## config.mk

```make
export PLATFORM = sky130hd
export DESIGN_NAME = rom_search_step
export DESIGN_NICKNAME = d
export VERILOG_FILES = /design/src/rtl/search_step_pkg.sv /design/src/rtl/search_step_decide.sv /design/src/rtl/search_slot_port.sv /design/src/rtl/search_step_seq.sv /design/src/rtl/rom_search_step.sv
export SDC_FILE = /design/constraint.sdc
export NUM_CORES = 1
export LEC_CHECK = 0
export ABC_AREA = 1
export BUFFER_PORTS_ARGS = -buffer_cell sky130_fd_sc_hd__buf_2
export CORE_UTILIZATION = 40
export CTS_CLUSTER_DIAMETER = 30
export CTS_CLUSTER_SIZE = 30
export DETAILED_ROUTE_END_ITERATION = 8
export REMOVE_ABC_BUFFERS = 1
export SYNTH_ARGS = -nofsm -noshare
export SYNTH_HDL_FRONTEND = slang
export SYNTH_HIERARCHICAL = 1
export SYNTH_SLANG_ARGS = --single-unit
```

## constraint.sdc

```tcl
create_clock -name clk -period 1.55 [get_ports clk]
set_clock_uncertainty 0.1 [all_clocks]
set_input_delay 0.155 -clock clk [delete_from_list [all_inputs] [get_ports clk]]
set_output_delay 0.155 -clock clk [all_outputs]
set_load 0.1 [all_outputs]
```

## src/rtl/search_step_pkg.sv

```systemverilog
package search_step_pkg;

  localparam int RES_W = 3;

  typedef enum logic [1:0] {
    ST_IDLE   = 2'd0,
    ST_RD_ID  = 2'd1,
    ST_RD_CMP = 2'd2,
    ST_WR_DIR = 2'd3
  } step_state_t;

  localparam logic [RES_W-1:0] RES_ERROR = 3'b011;

  // status = {direction, complement, id}
  function automatic logic [RES_W-1:0] resolve_step(input logic id_bit,
                                                     input logic cmp_bit,
                                                     input logic pref);
    logic dir;
    if (id_bit && cmp_bit) begin
      return RES_ERROR;
    end
    dir = (!id_bit && !cmp_bit) ? pref : id_bit;
    return {dir, cmp_bit, id_bit};
  endfunction

endpackage

```

## src/rtl/search_step_decide.sv

```systemverilog
module search_step_decide
  import search_step_pkg::*;
(
  input  logic             id_i,
  input  logic             cmp_i,
  input  logic             pref_i,
  output logic [RES_W-1:0] res_o,
  output logic             dir_o,
  output logic             err_o
);

  always_comb begin
    res_o = resolve_step(id_i, cmp_i, pref_i);
    err_o = (res_o == RES_ERROR);
    dir_o = res_o[RES_W-1];
  end

endmodule

```

## src/rtl/search_slot_port.sv

```systemverilog
module search_slot_port
  import search_step_pkg::*;
(
  input  step_state_t state_i,
  input  logic        dir_i,
  input  logic        done_i,
  output logic        req_o,
  output logic        wr_o,
  output logic        bit_o,
  output logic        fire_o
);

  always_comb begin
    req_o  = (state_i != ST_IDLE);
    wr_o   = (state_i == ST_WR_DIR);
    bit_o  = wr_o ? dir_i : 1'b1;
    fire_o = req_o & done_i;
  end

endmodule

```

## src/rtl/search_step_seq.sv

```systemverilog
module search_step_seq
  import search_step_pkg::*;
(
  input  logic             clk,
  input  logic             rst_n,
  input  logic             start_i,
  input  logic             pref_i,
  input  logic             fire_i,
  input  logic             rbit_i,
  input  logic [RES_W-1:0] dec_res_i,
  input  logic             dec_err_i,
  output step_state_t      state_o,
  output logic             id_o,
  output logic             pref_o,
  output logic             dir_o,
  output logic             done_o,
  output logic [RES_W-1:0] result_o,
  output logic             accept_o
);

  step_state_t      state_q;
  logic [RES_W-1:0] pend_q;

  assign accept_o = start_i && (state_q == ST_IDLE);
  assign state_o  = state_q;
  assign dir_o    = pend_q[RES_W-1];

  always_ff @(posedge clk) begin
    if (!rst_n) begin
      state_q  <= ST_IDLE;
      id_o     <= 1'b0;
      pref_o   <= 1'b0;
      pend_q   <= '0;
      done_o   <= 1'b0;
      result_o <= '0;
    end else begin
      done_o <= 1'b0;
      case (state_q)
        ST_IDLE: begin
          if (accept_o) begin
            pref_o  <= pref_i;
            state_q <= ST_RD_ID;
          end
        end
        ST_RD_ID: begin
          if (fire_i) begin
            id_o    <= rbit_i;
            state_q <= ST_RD_CMP;
          end
        end
        ST_RD_CMP: begin
          if (fire_i) begin
            if (dec_err_i) begin
              result_o <= dec_res_i;
              done_o   <= 1'b1;
              state_q  <= ST_IDLE;
            end else begin
              pend_q  <= dec_res_i;
              state_q <= ST_WR_DIR;
            end
          end
        end
        ST_WR_DIR: begin
          if (fire_i) begin
            result_o <= pend_q;
            done_o   <= 1'b1;
            state_q  <= ST_IDLE;
          end
        end
        default: state_q <= ST_IDLE;
      endcase
    end
  end

endmodule

```

## src/rtl/rom_search_step.sv

```systemverilog
module rom_search_step
  import search_step_pkg::*;
(
  input  logic             clk,
  input  logic             rst_n,
  input  logic             start_i,
  input  logic             pref_dir_i,
  output logic             slot_req_o,
  output logic             slot_wr_o,
  output logic             slot_bit_o,
  input  logic             slot_done_i,
  input  logic             slot_rbit_i,
  output logic             busy_o,
  output logic             done_o,
  output logic [RES_W-1:0] result_o
);

  step_state_t      state;
  logic             id_q;
  logic             pref_q;
  logic             dir_q;
  logic             slot_fire;
  logic             step_accept;
  logic [RES_W-1:0] dec_res;
  logic             dec_dir;
  logic             dec_err;

  search_step_decide u_decide (
    .id_i   (id_q),
    .cmp_i  (slot_rbit_i),
    .pref_i (pref_q),
    .res_o  (dec_res),
    .dir_o  (dec_dir),
    .err_o  (dec_err)
  );

  search_step_seq u_seq (
    .clk       (clk),
    .rst_n     (rst_n),
    .start_i   (start_i),
    .pref_i    (pref_dir_i),
    .fire_i    (slot_fire),
    .rbit_i    (slot_rbit_i),
    .dec_res_i ({dec_dir, dec_res[RES_W-2:0]}),
    .dec_err_i (dec_err),
    .state_o   (state),
    .id_o      (id_q),
    .pref_o    (pref_q),
    .dir_o     (dir_q),
    .done_o    (done_o),
    .result_o  (result_o),
    .accept_o  (step_accept)
  );

  search_slot_port u_port (
    .state_i (state),
    .dir_i   (dir_q),
    .done_i  (slot_done_i),
    .req_o   (slot_req_o),
    .wr_o    (slot_wr_o),
    .bit_o   (slot_bit_o),
    .fire_o  (slot_fire)
  );

  assign busy_o = slot_req_o;

endmodule

```

==> flow_metrics.py, run 1 <==
metrics = {
    "die": {
        "io_pins": 14,
        "die_h_um": 41.1,
        "core_area_sq_um": 1370,
        "rows": 13,
        "die_x_um": 41.1,
        "initial_utilization": 0.448,
        "dieArea_sq_um": 1690,
    },
    "placement": {
        "place_area_sq_um": 726,
        "gp_congestion": 0.803,
        "portBuffers": 13,
        "dp_hpwl_um": 825,
        "dp.cells": 112,
    },
    "detailed_routing": {
        "drt_iter0_drc": 21,
        "vias": 545,
        "first_pass_iters": 4,
        "drc": 0,
        "detail_route.wl_per_cell_um": 9.37,
        "vias_per_cell": 4.70,
        "wl_um": 1090,
        "final_antenna_net_count": 0,
    },
    "clock_network": {
        "tritoncts": "done",
        "clk_pin_slew_ns": 0.07,
        "cts_buffer_depth": 2,
        "clock-sinks": 11,
        "clk_latency_ns": 0.26,
        "htree_num_levels": 1,
        "cts_made_buffers": 3,
        "cts_root_buffer": "clkbuf_4",
    },
    "min_path": {
        "hold_class": "in2reg",
        "hold_depth": 4,
        "worstHoldEndpoint": "u_seq/pref_o$_SDFFE_PN0P_",
        "hp-start": "start_i",
    },
    "logic_synthesis": {
        "syn-cell-area_sq_um": 612,
        "synthCells": 88,
        "yosys_warnings": 6,
        "avgSynthCellArea_sq_um": 6.95,
    },
    "power": {
        "powerDensity_nw_per_um2": 876,
        "total_power_mw": 0.662,
        "ir_worst_vdd_mv": 0.541,
        "power_leakage_nw": 0.391,
    },
    "finish": {
        "fill_cells": 149,
        "finalInstanceArea_sq_um": 756,
        "final_cell_mix": "21 x nand2_1, 11 x nand3_1, 11 x dfxtp_1",
        "final-instance-count-excl-fill": 116,
        "syn2layout_area_growth_pct": 23.5,
        "final_common_cell": "nand2_1",
        "nNetsFinal": 108,
        "final_layout_size_suffix_gt1_frac": 0.267,
        "antenna_cells": 0,
    },
    "flow_run": {
        "max_cap_viol_count": 0,
    },
    "critical_path": {
        "crit_path_end_kind": "primary output",
        "cp_max_fo": 11,
        "setup.worst_path.start_class": "register",
        "required_ns": 1.29,
        "r2r.worst_path.cells": 7,
        "worst-r2r-setup-slack_ns": 0.24,
        "r2r-end": "u_seq/result_o[0]$_SDFFE_PN0P_",
        "r2r_start": "u_seq/state_o[0]$_SDFFE_PN0P_",
        "cp.arrival_ns": 1.17,
        "path_class": "reg2out",
    },
    "global_routing": {
        "grt_overflow": 0,
        "antenna_found_initial": 0,
        "grt_pass1_vias": 420,
        "grtUsageTotal": 0.164,
        "grt_max_degree": 13,
        "grt_pass1_wl_um": 1770,
    },
    "sta": {
        "fmax_ghz": 0.700,
        "finalSetupTns_ns": 0,
        "min_period_ns": 1.43,
        "rsz0062_at_grt": "no",
        "tightest_slew_ns": 0.488,
        "slew_violations": 0,
        "setup_viol": 0,
        "relSlewSlack": 0.677,
        "post-route-period-util": 0.922,
        "hold_viol_final": 0,
    },
    "outcome": {
        "status": "finished, final reports clean",
    },
}
-- power by group --
part	total, mW	internal [mW]	switching, mW
Combinational	0.175	0.0601	0.114
Clock	0.193	0.0995	0.0939
Sequential	0.294	0.290	0.00426
Total	0.662	0.449	0.213
-- registers in the layout, indices dropped and copies added, names as in the netlist --
name	cells
u_seq/pend_q	3
u_seq/result_o	3
u_seq/state_o	2
u_seq/done_o	1
u_seq/id_o	1
u_seq/pref_o	1
-- layer usage --
layer	track usage	share of wire
met1	0.238	0.54
met2	0.203	0.41
met3	0.0489	0.040
met4	0.0968	0.0055
met5	0	0
-- area by class of cell --
| cell class | count | area [sq um] | area share |
|---|---|---|---|
| clock buffer | 4 | 26.3 | 0.0348 |
| inverter | 12 | 47.5 | 0.0629 |
| multi-input combinational | 59 | 299 | 0.396 |
| sequential | 11 | 220 | 0.291 |
| tap | 15 | 18.8 | 0.0248 |
| timing repair buffer | 15 | 144 | 0.190 |
-- worst max path at each step --
stage | start | endpoint | slack (ns) | cells after the start
finish | u_seq/state_o[0]$_SDFFE_PN0P_ | slot_bit_o | 0.12 | 5
global route | u_seq/state_o[0]$_SDFFE_PN0P_ | slot_bit_o | 0.03 | 5
CTS | u_seq/state_o[0]$_SDFFE_PN0P_ | slot_bit_o | 0.08 | 5
detailed placement | u_seq/state_o[1]$_SDFFE_PN0P_ | u_seq/result_o[0]$_SDFFE_PN0P_ | 0.27 | 7
global placement | u_seq/state_o[1]$_SDFFE_PN0P_ | u_seq/result_o[0]$_SDFFE_PN0P_ | 0.31 | 6
floorplan | u_seq/state_o[0]$_SDFFE_PN0P_ | busy_o | -0.58 | 2
-- critical path: stages (launching register included) --
cell and delay, ns:
dfxtp_1 0.34, buf_6 0.17, nand2_1 0.08, inv_2 0.08
nand2_2 0.06, buf_12 0.16
-- through the flow --
stage	util	hold WS, ns	worst slack (ns)
floorplan	-	0.153	-0.583
global placement	0.531	0.354	0.308
detailed placement	0.531	0.357	0.266
CTS	0.550	0.0741	0.0792
global route	0.553	0.104	0.0327
finish	0.553	0.0822	0.122
-- timing repair --
item,4_1_cts,5_1_grt
setup endpoints to repair,0,1
endpoints found under the hold margin,0,0
setup buffers,0,0
hold buffers,0,0
resized for setup,0,1
(Power assumes the default switching activity.)
==> inputs of run 2 (changes only) <==
clock period = 1.2 ns   (was 1.55 ns; I/O delays follow)
==> run 2 against run 1 <==
  * The flow now finishes with violations (setup timing)
  * Worst hold slack worse by 0.029 ns
  * Setup slack lost 0.21 ns
  * Via count grew 6.6%
  * Die area did not move
  * Critical endpoint unchanged
  * Largest cell class unchanged
  * Largest power group unchanged
  * Highest routed layer unchanged
==> flow_metrics.py, run 2 (synthesis gave the netlist of run 1 again) <==
metrics = {
    "outcome": {
        "status": "finished with violations",
        "violations": "setup timing",
    },
    "detailed_routing": {
        "drt_iter0_drc": 11,
        "drc": 0,
        "met3_length_um": 87,
        "wirelength_met1_um": 551,
        "met2WireLength_um": 554,
        "vias": 581,
        "first_pass_iters": 4,
        "wl_um": 1200,
        "dr.max_layer_used": "met4",
        "final_antenna_net_count": 0,
        "vias_per_cell": 4.84,
        "detail_route.wl_per_cell_um": 10.0,
    },
    "finish": {
        "final_layout_size_suffix_gt1_frac": 0.352,
        "final_cell_mix": "20 x nand2_1, 11 x nand3_1, 9 x dfxtp_1",
        "fill_cells": 136,
        "final_util": 0.634,
        "syn2layout_area_growth_pct": 41.5,
        "antenna_cells": 0,
        "final_common_cell": "nand2_1",
        "nNetsFinal": 112,
        "register_area_sq_um": 223,
        "multi_input_area_sq_um": 307,
    },
    "die": {
        "io_pins": 14,
        "die_x_um": 41.1,
        "rows": 13,
        "initial_utilization": 0.448,
        "core_area_sq_um": 1370,
        "die_h_um": 41.1,
        "dieArea_sq_um": 1690,
    },
    "clock_network": {
        "cts_root_buffer": "clkbuf_4",
        "cts_hold_buffers": 0,
        "cts_buffer_depth": 2,
        "tritoncts": "done",
        "clock-sinks": 11,
        "htree_num_levels": 1,
        "clk_latency_ns": 0.27,
        "clk_pin_slew_ns": 0.07,
        "cts_made_buffers": 3,
    },
    "power": {
        "clock_power_share": 0.284,
        "switching_share": 0.323,
        "combPwrFrac": 0.283,
        "power_leakage_nw": 0.424,
        "ir_worst_vdd_mv": 0.652,
        "p_switching_mw": 0.285,
        "seq_power_share": 0.434,
        "intPower_mw": 0.597,
        "powerDensity_nw_per_um2": 1020,
        "total_power_mw": 0.881,
    },
    "critical_path": {
        "path_delay_family": "flip-flops",
        "crit_path_cell_trace": "buf_6 > nand2_2 > inv_2 > nand2_2 > buf_12",
        "crit_slowest_cell": "dfxtp_2",
        "crit_path_end_kind": "primary output",
        "path_class": "reg2out",
        "critPathMaxStageDelay_ns": 0.35,
        "crit_top_cell": "nand2_2",
        "setup.worst_path.start_class": "register",
        "cp.arrival_ns": 1.07,
        "crit_buf_inv": 3,
        "cp_max_fo": 2,
        "required_ns": 0.98,
    },
    "sta": {
        "fin_ws_ns": -0.0879,
        "fmax_ghz": 0.776,
        "tightest_slew_ns": 0.225,
        "hold_slack_ns": 0.0535,
        "hold_viol_final": 0,
        "setup_viol": 11,
        "post-route-period-util": 1.07,
        "min_period_ns": 1.29,
        "rsz0062_at_grt": "yes",
        "slew_violations": 0,
        "relSlewSlack": 0.850,
        "finalSetupTns_ns": -0.447,
    },
    "global_routing": {
        "antenna_found_initial": 0,
        "grt_pass1_vias": 454,
        "grtUsageTotal": 0.171,
        "grt_overflow": 0,
        "grt_max_degree": 13,
        "grt_pass1_wl_um": 1820,
    },
    "placement": {
        "dp_hpwl_um": 841,
        "gp_congestion": 0.824,
        "portBuffers": 13,
        "dp_slack_ns": -0.0906,
    },
    "flow_run": {
        "max_cap_viol_count": 0,
    },
    "min_path": {
        "hold_class": "in2reg",
    },
}
==> run 2: path summary, 6_finish.rpt <==
check / from / to / slack, ns / depth (start not counted)
hold / removal: start_i / u_seq/pref_o$_SDFFE_PN0P_ / 0.05 / 4
setup reg to reg: u_seq/state_o[1]$_SDFFE_PN0P_ / u_seq/result_o[0]$_SDFFE_PN0P_ / -0.04 / 6
setup / recovery: u_seq/state_o[1]$_SDFFE_PN0P_ / slot_bit_o / -0.09 / 5
hold reg to reg: u_seq/pend_q[1]$_SDFFE_PN0P_ / u_seq/pend_q[1]$_SDFFE_PN0P_ / 0.38 / 2
==> run 2: final cells by class <==
type,instances,share of cell area
Timing Repair Buffer,19,0.279
Inverter,12,0.0578
Tap cell,15,0.0217
Clock buffer,4,0.0303
Multi-Input combinational cell,59,0.354
Sequential cell,11,0.257
==> run 2: metrics by stage <==
stage | area [sq um] | cells
after floorplan | 567 | 82
after global placement | 801 | 114
after detailed placement | 801 | 114
after CTS | 862 | 120
after global routing | 866 | 120
final | 866 | 120
==> run 2: routing by layer <==
layer	up-vias	global-route usage
met3	2	0.0815
li1	307	-
met1	252	0.204
met5	-	0
met4	0	0.0484
met2	20	0.270
==> run 2: tightest hold or removal path: stages <==
cell	delay, ns
buf_2	0.09
nand3b_1	0.08
nand2_1	0.06
nor2_1	0.03
==> run 2: power by group through the flow <==
stage | clock network [mW] | registers [mW] | logic (mW)
floorplan | 0 | 0.402 | 0.132
global placement | 0 | 0.387 | 0.230
global route | 0.278 | 0.384 | 0.267
CTS | 0.263 | 0.382 | 0.246
finish | 0.250 | 0.382 | 0.249
detailed placement | 0 | 0.388 | 0.231
==> run 2: timing repair <==
item                       4_1_cts  5_1_grt
setup endpoints to repair       13       13
buffers inserted                 2        0
gates resized for setup          9        1
pin swaps                        3        1
cloned                           0        0
==> inputs of run 3 (changes only) <==
--- a/config.mk
+++ b/config.mk
@@ -12,7 +12,7 @@
 export CTS_CLUSTER_SIZE = 30
 export DETAILED_ROUTE_END_ITERATION = 8
+export PLACE_DENSITY = 0.66
 export REMOVE_ABC_BUFFERS = 1
 export SYNTH_ARGS = -nofsm -noshare
 export SYNTH_HDL_FRONTEND = slang
-export SYNTH_HIERARCHICAL = 1
 export SYNTH_SLANG_ARGS = --single-unit
==> constraint.sdc (replaced) <==
create_clock -name clk -period 1.1 [get_ports clk]
set_clock_uncertainty 0.1 [all_clocks]
set_input_delay 0.22 -clock clk [delete_from_list [all_inputs] [get_ports clk]]
set_output_delay 0.22 -clock clk [all_outputs]
set_load 0.1 [all_outputs]
==> run 3 against run 2 <==
  * The run still ends with setup timing left
  * Die area down 13%
  * Flip-flop and latch count unchanged
  * Cell count down 3.3%
  * Synthesized area down 14%
  * Register-to-register slack worse by 0.05 ns
  * Power up 21%
  * Sequential share of layout area down 0.38 points
  * Critical path depth down 1
  * Synthesized cell count down 13%
  * Cell area up 6.1%
  * Utilization up 15 points
  * Clock-buffer cell count unchanged
  * Critical endpoint unchanged
==> flow_metrics.py, run 3 <==
metrics = {
    "clock_network": {
        "clock-sinks": 11,
        "cts_hold_buffers": 0,
        "cts_buffer_depth": 2,
        "tritoncts": "done",
        "clk_pin_slew_ns": 0.07,
        "cts_made_buffers": 3,
        "clk_latency_ns": 0.27,
        "cts_root_buffer": "clkbuf_4",
        "htree_num_levels": 1,
    },
    "placement": {
        "dp_hpwl_um": 884,
        "gp_congestion": 0.822,
        "portBuffers": 13,
        "dp.cells": 111,
    },
    "sta": {
        "slew_violations": 0,
        "setup_viol": 14,
        "fmax_ghz": 0.744,
        "tightest_slew_ns": 0.229,
        "hold_slack_ns": 0.128,
        "min_period_ns": 1.34,
        "hold_viol_final": 0,
        "fin_ws_ns": -0.245,
        "post-route-period-util": 1.22,
        "rsz0062_at_grt": "yes",
        "relSlewSlack": 0.847,
    },
    "critical_path": {
        "r2r-end": "u_seq.pend_q[1]$_SDFFE_PN0P_",
        "setup.worst_path.start_class": "register",
        "cp.arrival_ns": 1.02,
        "worst-r2r-setup-slack_ns": -0.09,
        "critPathLaunch": "u_seq.state_o[1]$_SDFFE_PN0P_",
        "cp_max_fo": 4,
        "required_ns": 0.78,
        "crit_path_end_kind": "primary output",
        "cp-endpoint": "slot_bit_o",
        "r2r_start": "u_seq.state_o[0]$_SDFFE_PN0P_",
        "path_class": "reg2out",
        "r2r.worst_path.cells": 7,
    },
    "die": {
        "die_x_um": 38.3,
        "rows": 12,
        "initial_utilization": 0.451,
        "io_pins": 14,
        "core_area_sq_um": 1170,
        "dieArea_sq_um": 1470,
        "die_h_um": 38.3,
    },
    "min_path": {
        "hold_class": "in2reg",
    },
    "logic_synthesis": {
        "synth_cell_types": 15,
        "synth_common_cells": "24 x nand2_1, 12 x nor2_1, 11 x dfxtp_1",
        "syn-cell-area_sq_um": 528,
        "synthCells": 77,
        "synth_most_common_cell": "nand2_1",
        "synth_top_area_frac": 0.417,
        "ys_async_sr_fraction": 0,
        "synth_top_area_cell": "dfxtp_1",
        "yosys_warnings": 0,
        "synth_flop_cell": "dfxtp_1",
        "avgSynthCellArea_sq_um": 6.86,
        "ys_seq_elements": 11,
        "ys_seq_area_frac": 0.417,
        "synth_edf_count": 0,
        "synthTopCellsByArea": "dfxtp_1 42%, nand2_1 17%, nor2_1 8.5%",
    },
    "power": {
        "ir_worst_vdd_mv": 0.676,
        "powerDensity_nw_per_um2": 1170,
        "total_power_mw": 1.07,
        "power_leakage_nw": 0.451,
    },
    "global_routing": {
        "grt_overflow": 0,
        "antenna_found_initial": 0,
        "grtUsageTotal": 0.218,
        "grt_pass1_wl_um": 2100,
        "grt_pass1_vias": 518,
        "grt_max_degree": 9,
    },
    "outcome": {
        "violations": "setup timing",
        "status": "finished with violations",
    },
    "detailed_routing": {
        "wl_um": 1400,
        "vias": 563,
        "drc": 0,
        "vias_per_cell": 4.85,
        "drt_iter0_drc": 10,
        "final_antenna_net_count": 0,
        "first_pass_iters": 5,
        "detail_route.wl_per_cell_um": 12.1,
    },
    "finish": {
        "final_layout_size_suffix_gt1_frac": 0.490,
        "nNetsFinal": 109,
        "final_common_cell": "nand2_1",
        "fill_cells": 82,
        "final-instance-count-excl-fill": 116,
        "antenna_cells": 0,
        "syn2layout_area_growth_pct": 73.9,
        "final_cell_mix": "18 x nand2_1, 11 x nor2_1, 9 x buf_4",
    },
    "flow_run": {
        "max_cap_viol_count": 0,
    },
}
run 3: kinds of logic (layout without fill, tap and decap cells):
logic type,Yosys count,count (layout),synth area share
buf+inv,11,36,0.0995
simple gates,48,48,0.417
compound gates,7,7,0.0663
flops,11,11,0.417
run 3: per-stage QoR:
step                      TNS, ns  instance area, sq um   util  worst slack (ns)
after global placement     -0.158                   779  0.666           -0.0444
after detailed placement   -0.223                   779  0.666           -0.0606
after floorplan             -3.86                   509      -            -0.857
after global routing        -1.89                   918  0.784            -0.273
after CTS                   -1.64                   862  0.736            -0.247
final                       -1.29                   918  0.784            -0.245
run 3: what timing repair did:
action | 4_1_cts | 5_1_grt
gates resized for setup | 20 | 18
buffers inserted | 2 | 1
gates cloned | 0 | 0
pin swaps | 7 | 11
setup endpoints to repair | 12 | 18
run 3: where the power goes:
| group | leakage, nW | switching (mW) | internal [mW] |
|---|---|---|---|
| clock | 0.0150 | 0.146 | 0.141 |
| sequential | 0.0928 | 0.0187 | 0.414 |
| combinational | 0.343 | 0.217 | 0.133 |
| total | 0.451 | 0.382 | 0.688 |
run 3: how the worst min path moves through the flow:
stage | startpoint | end | slack, ns | cells past startpoint
floorplan | rst_n | u_seq.pend_q[2]$_SDFFE_PN0P_ | 0.24 | 2
global placement | u_seq.pref_o$_SDFFE_PN0P_ | u_seq.pref_o$_SDFFE_PN0P_ | 0.35 | 2
detailed placement | u_seq.pref_o$_SDFFE_PN0P_ | u_seq.pref_o$_SDFFE_PN0P_ | 0.36 | 2
CTS | pref_dir_i | u_seq.pref_o$_SDFFE_PN0P_ | 0.11 | 3
global route | pref_dir_i | u_seq.pref_o$_SDFFE_PN0P_ | 0.14 | 3
finish | pref_dir_i | u_seq.pref_o$_SDFFE_PN0P_ | 0.13 | 3
run 3: worst max-delay path, cell delays in order (launching register included):
cell and delay (ns):
dfxtp_4 0.39, nand2_4 0.07, inv_6 0.08, nand2_4 0.05
buf_12 0.16
run 3: final cells by class:
type	instances	area (sq um)	share of cell area
Inverter	9	48.8	0.0531
Tap cell	14	17.5	0.0191
Sequential cell	11	233	0.253
Timing Repair Buffer	23	264	0.287
Clock buffer	4	26.3	0.0286
Multi-Input combinational cell	55	329	0.358
run 3: metal layers:
metal / global-route usage / vias to the layer above / wire length [um]
li1: - / 287 / -
met1: 0.257 / 260 / 600
met2: 0.343 / 12 / 732
met3: 0.0698 / 4 / 45
met4: 0.129 / 0 / 25
met5: 0 / - / 0
